### config.mk
export PLATFORM = sky130hd
export DESIGN_NAME = sram_access_ctl
export DESIGN_NICKNAME = d
export VERILOG_FILES = /design/src/rtl/sram_ctl_pkg.sv /design/src/rtl/sram_phase_timer.sv /design/src/rtl/sram_seq_fsm.sv /design/src/rtl/sram_req_regs.sv /design/src/rtl/sram_access_ctl.sv
export SDC_FILE = /design/constraint.sdc
export NUM_CORES = 1
export LEC_CHECK = 0
export ABC_AREA = 1
export BUFFER_PORTS_ARGS = -buffer_cell sky130_fd_sc_hd__buf_2
export CAP_MARGIN = 20
export CORE_MARGIN = 4
export CORE_UTILIZATION = 53
export CTS_BUF_LIST = sky130_fd_sc_hd__clkbuf_4
export CTS_CLUSTER_DIAMETER = 50
export CTS_CLUSTER_SIZE = 12
export DETAILED_ROUTE_END_ITERATION = 8
export PLACE_DENSITY = 0.93
export SYNTH_ARGS = -nofsm -noshare
export SYNTH_HDL_FRONTEND = slang
export SYNTH_HIERARCHICAL = 1
export SYNTH_SLANG_ARGS = --single-unit
### constraint.sdc
create_clock -name clk -period 2.5 [get_ports clk]
set_clock_uncertainty 0.15 [all_clocks]
set_input_delay 0.25 -clock clk [delete_from_list [all_inputs] [get_ports clk]]
set_output_delay 0.25 -clock clk [all_outputs]
set_load 0.05 [all_outputs]
### src/rtl/sram_ctl_pkg.sv
package sram_ctl_pkg;

  typedef enum logic [2:0] {
    ST_IDLE,
    ST_SETUP,
    ST_STROBE,
    ST_HOLD,
    ST_DONE
  } seq_state_e;

  typedef struct packed {
    logic sel_n;
    logic sel;
    logic we_n;
    logic oe_n;
  } pin_ctl_t;

  // Pin levels for every sequencer state; the strobe phase picks WE or OE.
  function automatic pin_ctl_t pins_for(seq_state_e st, logic is_wr);
    pin_ctl_t p;
    p = '{sel_n: 1'b1, sel: 1'b0, we_n: 1'b1, oe_n: 1'b1};
    case (st)
      ST_SETUP, ST_HOLD: begin
        p.sel_n = 1'b0;
        p.sel   = 1'b1;
      end
      ST_STROBE: begin
        p.sel_n = 1'b0;
        p.sel   = 1'b1;
        p.we_n  = ~is_wr;
        p.oe_n  = is_wr;
      end
      default: ;
    endcase
    return p;
  endfunction

  // Cycles from the accepting edge to the rd_valid cycle.
  function automatic int unsigned access_latency(int unsigned s, int unsigned p, int unsigned h);
    return s + p + h + 1;
  endfunction

  // Counter width that holds the longest phase.
  function automatic int unsigned phase_cnt_width(int unsigned s, int unsigned p, int unsigned h);
    int unsigned m;
    m = s;
    if (p > m) m = p;
    if (h > m) m = h;
    return (m < 2) ? 1 : $clog2(m + 1);
  endfunction

endpackage

### src/rtl/sram_phase_timer.sv
module sram_phase_timer #(
  parameter int unsigned CNT_W = 2
) (
  input  logic             clk,
  input  logic             rst_n,
  input  logic             load,
  input  logic [CNT_W-1:0] load_len,
  output logic             last
);

  logic [CNT_W-1:0] cnt_q;

  always_ff @(posedge clk or negedge rst_n) begin
    if (!rst_n) begin
      cnt_q <= '0;
    end else if (load) begin
      cnt_q <= load_len - 1'b1;
    end else if (cnt_q != '0) begin
      cnt_q <= cnt_q - 1'b1;
    end
  end

  assign last = (cnt_q == '0);

  AST_LOAD_NONZERO: assert property (@(posedge clk) disable iff (!rst_n)
    load |-> (load_len != '0));

endmodule

### src/rtl/sram_seq_fsm.sv
module sram_seq_fsm
  import sram_ctl_pkg::*;
#(
  parameter int unsigned SETUP_CYC = 1,
  parameter int unsigned PULSE_CYC = 2,
  parameter int unsigned HOLD_CYC  = 1,
  parameter int unsigned CNT_W     = 2
) (
  input  logic             clk,
  input  logic             rst_n,
  input  logic             start,
  input  logic             phase_last,
  output seq_state_e       state,
  output logic             tmr_load,
  output logic [CNT_W-1:0] tmr_len
);

  localparam logic [CNT_W-1:0] SETUP_LEN = CNT_W'(SETUP_CYC);
  localparam logic [CNT_W-1:0] PULSE_LEN = CNT_W'(PULSE_CYC);
  localparam logic [CNT_W-1:0] HOLD_LEN  = CNT_W'(HOLD_CYC);

  seq_state_e state_q, state_d;

  always_comb begin
    state_d  = state_q;
    tmr_load = 1'b0;
    tmr_len  = SETUP_LEN;
    case (state_q)
      ST_IDLE: if (start) begin
        state_d  = ST_SETUP;
        tmr_load = 1'b1;
        tmr_len  = SETUP_LEN;
      end
      ST_SETUP: if (phase_last) begin
        state_d  = ST_STROBE;
        tmr_load = 1'b1;
        tmr_len  = PULSE_LEN;
      end
      ST_STROBE: if (phase_last) begin
        state_d  = ST_HOLD;
        tmr_load = 1'b1;
        tmr_len  = HOLD_LEN;
      end
      ST_HOLD: if (phase_last) state_d = ST_DONE;
      ST_DONE: state_d = ST_IDLE;
      default: state_d = ST_IDLE;
    endcase
  end

  always_ff @(posedge clk or negedge rst_n) begin
    if (!rst_n) state_q <= ST_IDLE;
    else        state_q <= state_d;
  end

  assign state = state_q;

  AST_START_ONLY_IDLE: assert property (@(posedge clk) disable iff (!rst_n)
    (state_q != ST_IDLE) |=> (state_q != ST_SETUP || $past(state_q) == ST_SETUP));
  AST_DONE_ONE_CYCLE: assert property (@(posedge clk) disable iff (!rst_n)
    (state_q == ST_DONE) |=> (state_q == ST_IDLE));

endmodule

### src/rtl/sram_req_regs.sv
module sram_req_regs #(
  parameter int unsigned AW = 8,
  parameter int unsigned DW = 4
) (
  input  logic          clk,
  input  logic          rst_n,
  input  logic          accept,
  input  logic          req_write,
  input  logic [AW-1:0] req_addr,
  input  logic [DW-1:0] req_wdata,
  input  logic          capture,
  input  logic [DW-1:0] mem_word,
  output logic          op_write,
  output logic [AW-1:0] addr_q,
  output logic [DW-1:0] wdata_q,
  output logic [DW-1:0] rdata_q
);

  always_ff @(posedge clk or negedge rst_n) begin
    if (!rst_n) begin
      op_write <= 1'b0;
      addr_q   <= '0;
      wdata_q  <= '0;
    end else if (accept) begin
      op_write <= req_write;
      addr_q   <= req_addr;
      wdata_q  <= req_wdata;
    end
  end

  always_ff @(posedge clk or negedge rst_n) begin
    if (!rst_n)       rdata_q <= '0;
    else if (capture) rdata_q <= mem_word;
  end

  AST_OPERANDS_HELD: assert property (@(posedge clk) disable iff (!rst_n)
    !accept |=> ($stable(addr_q) && $stable(wdata_q) && $stable(op_write)));

endmodule

### src/rtl/sram_access_ctl.sv
module sram_access_ctl
  import sram_ctl_pkg::*;
#(
  parameter int unsigned SETUP_CYC = 1,
  parameter int unsigned PULSE_CYC = 2,
  parameter int unsigned HOLD_CYC  = 1
) (
  input  logic       clk,
  input  logic       rst_n,
  input  logic       req_valid,
  input  logic       req_write,
  input  logic [7:0] req_addr,
  input  logic [3:0] req_wdata,
  output logic       ready,
  output logic [3:0] rd_data,
  output logic       rd_valid,
  output logic [7:0] ram_addr,
  output logic [3:0] ram_din,
  input  logic [3:0] ram_dout,
  output logic       ram_sel_n,
  output logic       ram_sel,
  output logic       ram_we_n,
  output logic       ram_oe_n
);

  localparam int unsigned AW    = 8;
  localparam int unsigned DW    = 4;
  localparam int unsigned CNT_W = phase_cnt_width(SETUP_CYC, PULSE_CYC, HOLD_CYC);

  seq_state_e       state;
  logic             phase_last;
  logic             tmr_load;
  logic [CNT_W-1:0] tmr_len;
  logic             op_write;
  pin_ctl_t         pins;

  // Named internal events
  logic accept_evt;
  logic capture_evt;

  assign ready       = (state == ST_IDLE);
  assign accept_evt  = ready && req_valid;
  assign capture_evt = (state == ST_STROBE) && phase_last && !op_write;

  sram_seq_fsm #(
    .SETUP_CYC (SETUP_CYC),
    .PULSE_CYC (PULSE_CYC),
    .HOLD_CYC  (HOLD_CYC),
    .CNT_W     (CNT_W)
  ) i_fsm (
    .clk        (clk),
    .rst_n      (rst_n),
    .start      (accept_evt),
    .phase_last (phase_last),
    .state      (state),
    .tmr_load   (tmr_load),
    .tmr_len    (tmr_len)
  );

  sram_phase_timer #(.CNT_W(CNT_W)) i_timer (
    .clk      (clk),
    .rst_n    (rst_n),
    .load     (tmr_load),
    .load_len (tmr_len),
    .last     (phase_last)
  );

  sram_req_regs #(.AW(AW), .DW(DW)) i_regs (
    .clk       (clk),
    .rst_n     (rst_n),
    .accept    (accept_evt),
    .req_write (req_write),
    .req_addr  (req_addr),
    .req_wdata (req_wdata),
    .capture   (capture_evt),
    .mem_word  (ram_dout),
    .op_write  (op_write),
    .addr_q    (ram_addr),
    .wdata_q   (ram_din),
    .rdata_q   (rd_data)
  );

  assign pins      = pins_for(state, op_write);
  assign ram_sel_n = pins.sel_n;
  assign ram_sel   = pins.sel;
  assign ram_we_n  = pins.we_n;
  assign ram_oe_n  = pins.oe_n;
  assign rd_valid  = (state == ST_DONE) && !op_write;

  AST_IDLE_PARKED: assert property (@(posedge clk) disable iff (!rst_n)
    ready |-> (ram_sel_n && !ram_sel && ram_we_n && ram_oe_n));
  AST_WE_NEEDS_SEL: assert property (@(posedge clk) disable iff (!rst_n)
    !ram_we_n |-> (!ram_sel_n && ram_sel));
  AST_SEL_PAIRED: assert property (@(posedge clk) disable iff (!rst_n)
    ram_sel_n == !ram_sel);
  AST_WE_OE_EXCL: assert property (@(posedge clk) disable iff (!rst_n)
    !(!ram_we_n && !ram_oe_n));
  AST_HOLD_AFTER_WE: assert property (@(posedge clk) disable iff (!rst_n)
    !ram_we_n |=> ($stable(ram_addr) && $stable(ram_din) && !ram_sel_n));
  AST_RDVALID_PULSE: assert property (@(posedge clk) disable iff (!rst_n)
    rd_valid |=> !rd_valid);
  AST_ACCEPT_BUSY: assert property (@(posedge clk) disable iff (!rst_n)
    accept_evt |=> !ready);

endmodule

==> out/results.ini, run 1 <==
[status]
status = completed

[critical_path]
crit_cells = 4
worstSetupPathType = flip-flop to output port
crit_buf_inv = 2
reg2reg_depth = 10
cp_max_fo = 9
worst_r2r_endpoint = i_timer/cnt_q[1]
critical-path-top-delay-family = flip-flops
crit_arrival_ps = 1400
crit_chain = nor2_2 -> inv_1 -> nor3_2 -> buf_2
slowest_stage = dfrtp_1
worstPathRequired_ps = 2100
start_kind = flip-flop
cp-end-kind = output port
rr_startpoint = i_fsm/state[0]
slowest_delay_ps = 500
rrSetupSlack_ps = 770

[route]
wire_per_inst_um = 10.5
drt_wl_total_um = 2190
drt_pass1_iterations = 4
vias = 974
drt_iter0_drc = 24
antenna_left = 0
drcViolationCount = 0
via_per_inst = 4.66

[worst_hold_path]
hold_path_depth = 3
hp-start = ram_dout[3]
hold_class = input port to flip-flop
hold_path_end = i_regs/rdata_q[3]

[clocking]
numCtsBuffers = 3
cts_tree = built
cts_sinks = 22
cts_max_level = 1
clkTransAtPathRegs_ps = 110
clockRootBuffer = clkbuf_4
clk_path_buf_depth = 2
clock_latency_ps = 290

[placed_design]
dp_hpwl_um = 1660
gpl.final_weighted_congestion = 0.929
portBuffers = 41

[global_route]
antenna_found_initial = 0
grt_max_degree = 23
grt_pass1_vias = 850
overflow = 0
grtUsageTotal = 0.177
grt_pass1_wl_um = 3590

[logic_synthesis]
yosysWarnings = 6
ys_types = 15
yosysSeqAreaShare = 0.535
synthFlopType = dfrtp_1
synth-seq-cells = 22
syn_area_um2 = 1030
synth_edf_count = 0
syn-num-nets = 155
synth.most_common_cell = nand2_1
post_synth.cell_area_avg_um2 = 7.63
yosysTopAreaCellShare = 0.535
synth_top_area_cell = dfrtp_1
synthTopCellsByArea = dfrtp_1 (53%), nand2_1 (26%), inv_1 (5.5%)
synthTopCellsByCount = nand2_1 (71), dfrtp_1 (22), inv_1 (15), nor2_1 (8)
synth_async_sr_flop_share = 1.00
synthCells = 135

[floorplanning]
die-area_um2 = 2710
io_pins = 42
core_um2 = 1780
die_w_um = 52.1
initial_core_util = 0.578
rows = 15
die_y_um = 52.1

[sta]
tns_ps = 0
drv_slew = 0
finalHoldViolCount = 0
timing.final.crit_period_ps = 1800
timing.slew.headroom = 0.687
setup_viol = 0
rsz0062_at_grt = false
fin_crit_sh = 0.720
tightest_slew_ps = 469
timing.fmax_ghz = 0.555

[cells_and_area]
antenna_cells = 0
drive_gt1_frac = 0.293
fin_nets = 205
area_growth_pct = 29.3

[job]
drv_cap = 0

==> worst register-to-register path, delay by kind of cell (launching register included) <==
kind                   cells  cell delay [ps]
buffers and inverters      1               70
DFF                        1              500
and+or+nand+nor            9              950
==> worst max-delay path by stage <==
| stage | from | to | slack, ps |
|---|---|---|---|
| floorplan | i_fsm/state[0] | ram_sel_n | 410 |
| global placement | i_fsm/state[0] | i_timer/cnt_q[1] | 900 |
| detailed placement | i_fsm/state[0] | i_timer/cnt_q[1] | 860 |
| CTS | i_fsm/state[0] | rd_valid | 680 |
| global route | i_fsm/state[0] | rd_valid | 580 |
| finish | i_fsm/state[0] | rd_valid | 700 |
==> timing repair <==
| item | 4_1_cts | 5_1_grt |
|---|---|---|
| hold buffers | 4 | 1 |
| setup buffers | 0 | 0 |
| gates resized for setup | 0 | 0 |
| hold endpoints to repair | 25 | 1 |
| endpoints found under the setup margin | 0 | 0 |
==> placed cells by master, fill, tap and decap left out <==
master	count
nand2_1	71
buf_2	41
dfrtp_1	22
inv_1	15
nor2_1	8
dlygate4sd3_1	5
nand4_1	3
clkbuf_4	3
nand3_1	3
nor3_2	2
nor2_2	2
inv_2	2
nand2_2	2
and3_1	1
clkinv_1	1
nand3_2	1
a21oi_1	1
buf_4	1
==> layout make-up <==
class	instances	area, µm²
fillers	131	452
repair buffers	47	263
inverters	17	63.8
clock buffers	3	22.5
clock inverters	1	3.75
flip-flops and latches	22	551
well taps	25	31.3
multi-input cells	94	397
==> flip-flops by register name, indices dropped and copies added (netlist names) <==
| register | cells |
|---|---|
| i_fsm/state | 3 |
| i_regs/addr_q | 8 |
| i_regs/op_write | 1 |
| i_regs/rdata_q | 4 |
| i_regs/wdata_q | 4 |
| i_timer/cnt_q | 2 |
==> kinds of logic (layout without fill, tap and decap cells) <==
group	Yosys count	after routing	synth area share
AO/OA/AOI/OAI	1	1	0.00486
buffers and inverters	19	68	0.0802
flip-flops	22	22	0.535
AND/OR/NAND/NOR	93	93	0.380
==> metal layers <==
metal  track usage  share of wire  vias up
met4        0.0568         0.0059        0
met5             0              0        -
met2         0.303           0.50       32
li1              -              -      506
met3        0.0315          0.071        2
met1         0.224           0.43      434
==> stage by stage <==
stage / util / area (µm²) / worst slack, ps / hold WS, ps / cells
finish: 0.747 / 1330 / 700 / 4.41 / 209
global placement: 0.704 / 1250 / 900 / 72.8 / 200
floorplan: - / 1030 / 411 / -196 / 135
global route: 0.747 / 1330 / 579 / 3.45 / 209
CTS: 0.741 / 1320 / 678 / 1.89 / 208
detailed placement: 0.704 / 1250 / 857 / 81.1 / 200
Power of run 1 is not shown: default switching activity piles up to over one toggle a cycle in this logic, so the estimate is an artifact.
==> run 2, diff against run 1 <==
- CORE_UTILIZATION: 53 -> 44
- PLACE_DENSITY: 0.93 -> 0.83
- clock period: 2.5 -> 1.6 ns (I/O delays scaled with it)
==> out/results.ini, run 2 (synthesis results as in run 1) <==
[sta]
finalHoldViolCount = 0
drv_slew = 0
timing.final.ws_setup_ps = -58.8
timing.final.crit_period_ps = 1660
whs_ps = 188
tightest_slew_ps = 484
rsz0062_at_grt = true
setup_viol = 3
timing.fmax_ghz = 0.603
fin_crit_sh = 1.04
timing.slew.headroom = 0.677
tns_ps = -124

[global_route]
grt_max_degree = 23
overflow = 0
grt_use_met1 = 0.210
grt_pass1_wl_um = 5140
grtUsageMet3 = 0.0368
grt_pass1_vias = 1230
met2_usage = 0.394
grtUsageTotal = 0.205
busiest_layer = met2
antenna_found_initial = 0

[critical_path]
crit_top_cell = buf_6
cp_max_fo = 4
critical-path-top-delay-family = flip-flops
crit_chain = nor2_4 -> buf_6 -> inv_4 -> nor3_4 -> buf_6
slowest_delay_ps = 460
cp-end-kind = output port
worstPathRequired_ps = 1290
slowest_stage = dfrtp_2
worstSetupPathType = flip-flop to output port
start_kind = flip-flop
crit_arrival_ps = 1350
crit_buf_inv = 3
rrSetupSlack_ps = -30

[route]
drcViolationCount = 0
antenna_left = 0
wire_per_inst_um = 13.1
drt_pass1_iterations = 4
vias = 1146
drt_iter0_drc = 35
via_per_inst = 4.88
drt_wl_total_um = 3080

[cells_and_area]
instances_no_fill = 235
final_common_cell = nand2_1
largest_reg_flops = 8
final_area_um2 = 1610
drive_gt1_frac = 0.362
most-common-layout-cells = nand2_1 (68), buf_2 (37), dfrtp_1 (19)
top_regs = i_regs/addr_q (8), i_regs/rdata_q (4), i_regs/wdata_q (4)
antenna_cells = 0
fin_nets = 228
top_register = i_regs/addr_q
area_growth_pct = 56.0
nFillCells = 171

[floorplanning]
initial_core_util = 0.465
die-area_um2 = 3180
die_y_um = 56.4
die_w_um = 56.4
core_um2 = 2210
rows = 17
io_pins = 42

[clocking]
cts_max_level = 1
numCtsBuffers = 3
clock_latency_ps = 300
clk_path_buf_depth = 2
cts_sinks = 22
clkTransAtPathRegs_ps = 120
cts_tree = built
clockRootBuffer = clkbuf_4

[placed_design]
gpl.final_weighted_congestion = 0.883
place_inst = 211
placed_area_um2 = 1330
dp_hpwl_um = 1960
portBuffers = 41

[status]
violations = setup timing
status = complete, but fails checks

[worst_hold_path]
hold_class = input port to async pin

[job]
drv_cap = 0

run 2: changes by cell type in the layout (fill, tap and decap cells not counted), sizes merged:
| cell | before | now |
|---|---|---|
| buf | 42 | 52 |
| dlygate4sd3 | 5 | 18 |
run 2: area by class of cell:
cell class	instances	area (µm²)	area share
sequential	22	554	0.345
timing repair buffer	70	500	0.312
multi-input combinational	94	424	0.264
inverter	17	66.3	0.0413
tap	28	35.0	0.0218
clock buffer	3	22.5	0.0140
clock inverter	1	3.75	0.00234
run 2: timing repair:
action                     4_1_cts  5_1_grt
setup endpoints to repair        5        9
hold endpoints to repair        39        0
buffers inserted                 2        0
hold buffers                    18        0
pin swaps                        2        0
resized for setup               15        6
run 2: metal layers:
| layer | up-vias | share of wire |
|---|---|---|
| met5 | - | 0 |
| met4 | 0 | 0.013 |
| met3 | 9 | 0.067 |
| met2 | 55 | 0.53 |
| met1 | 537 | 0.39 |
| li1 | 545 | - |
run 2: path summary, 6_finish.rpt:
| path | startpoint | to | cells past startpoint |
|---|---|---|---|
| max | i_fsm/state[1] | rd_valid | 5 |
| min | rst_n | i_regs/wdata_q[1] | 2 |
| max reg2reg | i_fsm/state[1] | i_timer/cnt_q[1] | 10 |
| min reg2reg | i_regs/addr_q[3] | i_regs/addr_q[3] | 2 |
| max in group asynchronous | rst_n | i_fsm/state[2] | 2 |
| min in group clk | req_valid | i_regs/addr_q[1] | 5 |
run 2: metrics by stage:
stage / util / setup WS, ps
after floorplan: - / -82.0
after global routing: 0.726 / -141
after detailed placement: 0.599 / 14.4
after CTS: 0.718 / -34.9
final: 0.726 / -58.8
after global placement: 0.599 / 101
Power of run 2 is left out for the same reason.
==> run 3, diff against run 2 <==
- ABC_AREA: 1 -> unset
- PLACE_DENSITY: 0.83 -> 0.84
==> out/results.ini, run 3 <==
[route]
vias = 852
wire_per_inst_um = 18.5
via_per_inst = 5.04
drcViolationCount = 0
drt_pass1_iterations = 4
drt_wl_total_um = 3120
drt_iter0_drc = 22
antenna_left = 0

[sta]
timing.fmax_ghz = 0.559
whs_ps = 175
finalHoldViolCount = 0
setup_viol = 22
timing.slew.headroom = 0.680
fin_crit_sh = 1.12
tns_ps = -2420
timing.final.crit_period_ps = 1790
drv_slew = 0
rsz0062_at_grt = true
tightest_slew_ps = 480
timing.final.ws_setup_ps = -188

[logic_synthesis]
synthTopCellsByArea = dfrtp_1 (56%), mux2_4 (15%), mux2_2 (8.0%)
synth_edf_count = 0
synthFlopType = dfrtp_1
synth.most_common_cell = dfrtp_1
syn-num-nets = 86
synth_top_area_cell = dfrtp_1
syn_area_um2 = 986
post_synth.cell_area_avg_um2 = 14.9
ys_types = 23
synth_async_sr_flop_share = 1.00
yosysSeqAreaShare = 0.558
synthTopCellsByCount = dfrtp_1 (22), mux2_4 (10), mux2_2 (7), mux2i_1 (3), nor2_1 (3)
synthCells = 66
synth-seq-cells = 22
yosysWarnings = 6
yosysTopAreaCellShare = 0.558

[placed_design]
gpl.final_weighted_congestion = 0.756
portBuffers = 41
dp_hpwl_um = 1580
place_inst = 142

[critical_path]
worstSetupStartpoint = i_fsm/state[2]
cp-end-kind = flip-flop
worstPathRequired_ps = 1690
crit_end = i_timer/cnt_q[1]
rrSetupSlack_ps = -190
worst_r2r_endpoint = i_timer/cnt_q[1]
reg2reg_depth = 6
rr_startpoint = i_fsm/state[2]
worstSetupPathType = flip-flop to flip-flop
crit_arrival_ps = 1880
start_kind = flip-flop
cp_max_fo = 3

[cells_and_area]
final_common_cell = buf_2
top_regs = i_regs/addr_q (8), i_regs/rdata_q (4), i_regs/wdata_q (4)
fin_nets = 163
area_growth_pct = 76.5
multi_input_area_um2 = 534
antenna_cells = 0
final_core_util = 0.852
instances_no_fill = 169
seq_area_um2 = 553
drive_gt1_frac = 0.655
nFillCells = 110
largest_reg_flops = 8
top_register = i_regs/addr_q
most-common-layout-cells = buf_2 (35), dfrtp_1 (20), dlygate4sd3_1 (18)

[clocking]
clk_path_buf_depth = 2
clockRootBuffer = clkbuf_4
cts_max_level = 1
clkTransAtPathRegs_ps = 130
cts_sinks = 22
numCtsBuffers = 3
cts_tree = built
clock_latency_ps = 310

[floorplanning]
core_um2 = 2040
die-area_um2 = 3060
die_w_um = 55.3
rows = 16
initial_core_util = 0.483
io_pins = 42
die_y_um = 55.3

[global_route]
overflow = 0
grt_pass1_vias = 926
antenna_found_initial = 0
grt_max_degree = 23
grtUsageTotal = 0.184
grt_pass1_wl_um = 4510

[status]
violations = setup timing
status = complete, but fails checks

[worst_hold_path]
hold_class = input port to async pin

[job]
drv_cap = 0

[run 3: how the worst min path moves through the flow]
stage / start / to / slack (ps) / cells past startpoint
5_1_grt: rst_n / i_regs/addr_q[2] / 210 / 2
3_3_place_gp: rst_n / i_regs/rdata_q[2] / -10 / 1
2_1_floorplan: rst_n / i_fsm/state[0] / -290 / 0
4_1_cts: rst_n / i_regs/wdata_q[0] / 190 / 2
6_report: rst_n / i_regs/addr_q[2] / 180 / 2
3_5_place_dp: rst_n / i_regs/rdata_q[1] / -3 / 1
[run 3: timing repair]
| item | CTS | global route |
|---|---|---|
| hold buffers | 18 | 0 |
| endpoints found under the hold margin | 39 | 0 |
| endpoints found under the setup margin | 13 | 26 |
| gates resized for setup | 17 | 18 |
| pin swaps | 4 | 5 |
| buffers inserted | 2 | 3 |
[run 3: cell families after synthesis]
kind of cell	count (synthesis)	synth area share
AOI/OAI and AO/OA	4	0.0304
muxes	20	0.263
xor gates and xnor gates	1	0.00888
and+or+nand+nor	17	0.124
DFF	22	0.558
buffers and inverters	2	0.0152
[run 3: area by class of cell]
| class | count | share of cell area |
|---|---|---|
| clock buffer | 3 | 0.0129 |
| clock inverter | 1 | 0.0173 |
| inverter | 1 | 0.00216 |
| multi-input combinational | 42 | 0.307 |
| sequential | 22 | 0.318 |
| tap | 27 | 0.0194 |
| timing repair buffer | 73 | 0.324 |
[run 3: critical path, stage by stage (launching register included)]
cell,delay [ps]
dfrtp_2,450
buf_6,120
nor3_4,200
and2_4,210
mux2i_4,90
o31ai_4,260
mux2i_1,250
[run 3: routing by layer]
layer / routed length, µm / part of all wire / vias up / track usage
met5: 0 / 0 / - / 0
met4: 13 / 0.0042 / 0 / 0.0417
met3: 105 / 0.034 / 2 / 0.0443
met2: 1670 / 0.54 / 22 / 0.345
met1: 1330 / 0.43 / 431 / 0.208
li1: - / - / 397 / -
[run 3: per-stage QoR]
stage                     setup WS [ps]  cell area [µm²]
after CTS                          -151             1650
after global placement            -6.26             1330
after global routing               -253             1740
final                              -188             1740
after detailed placement          -44.6             1330
after floorplan                    -424             1020
Power of run 3 is left out for the same reason.
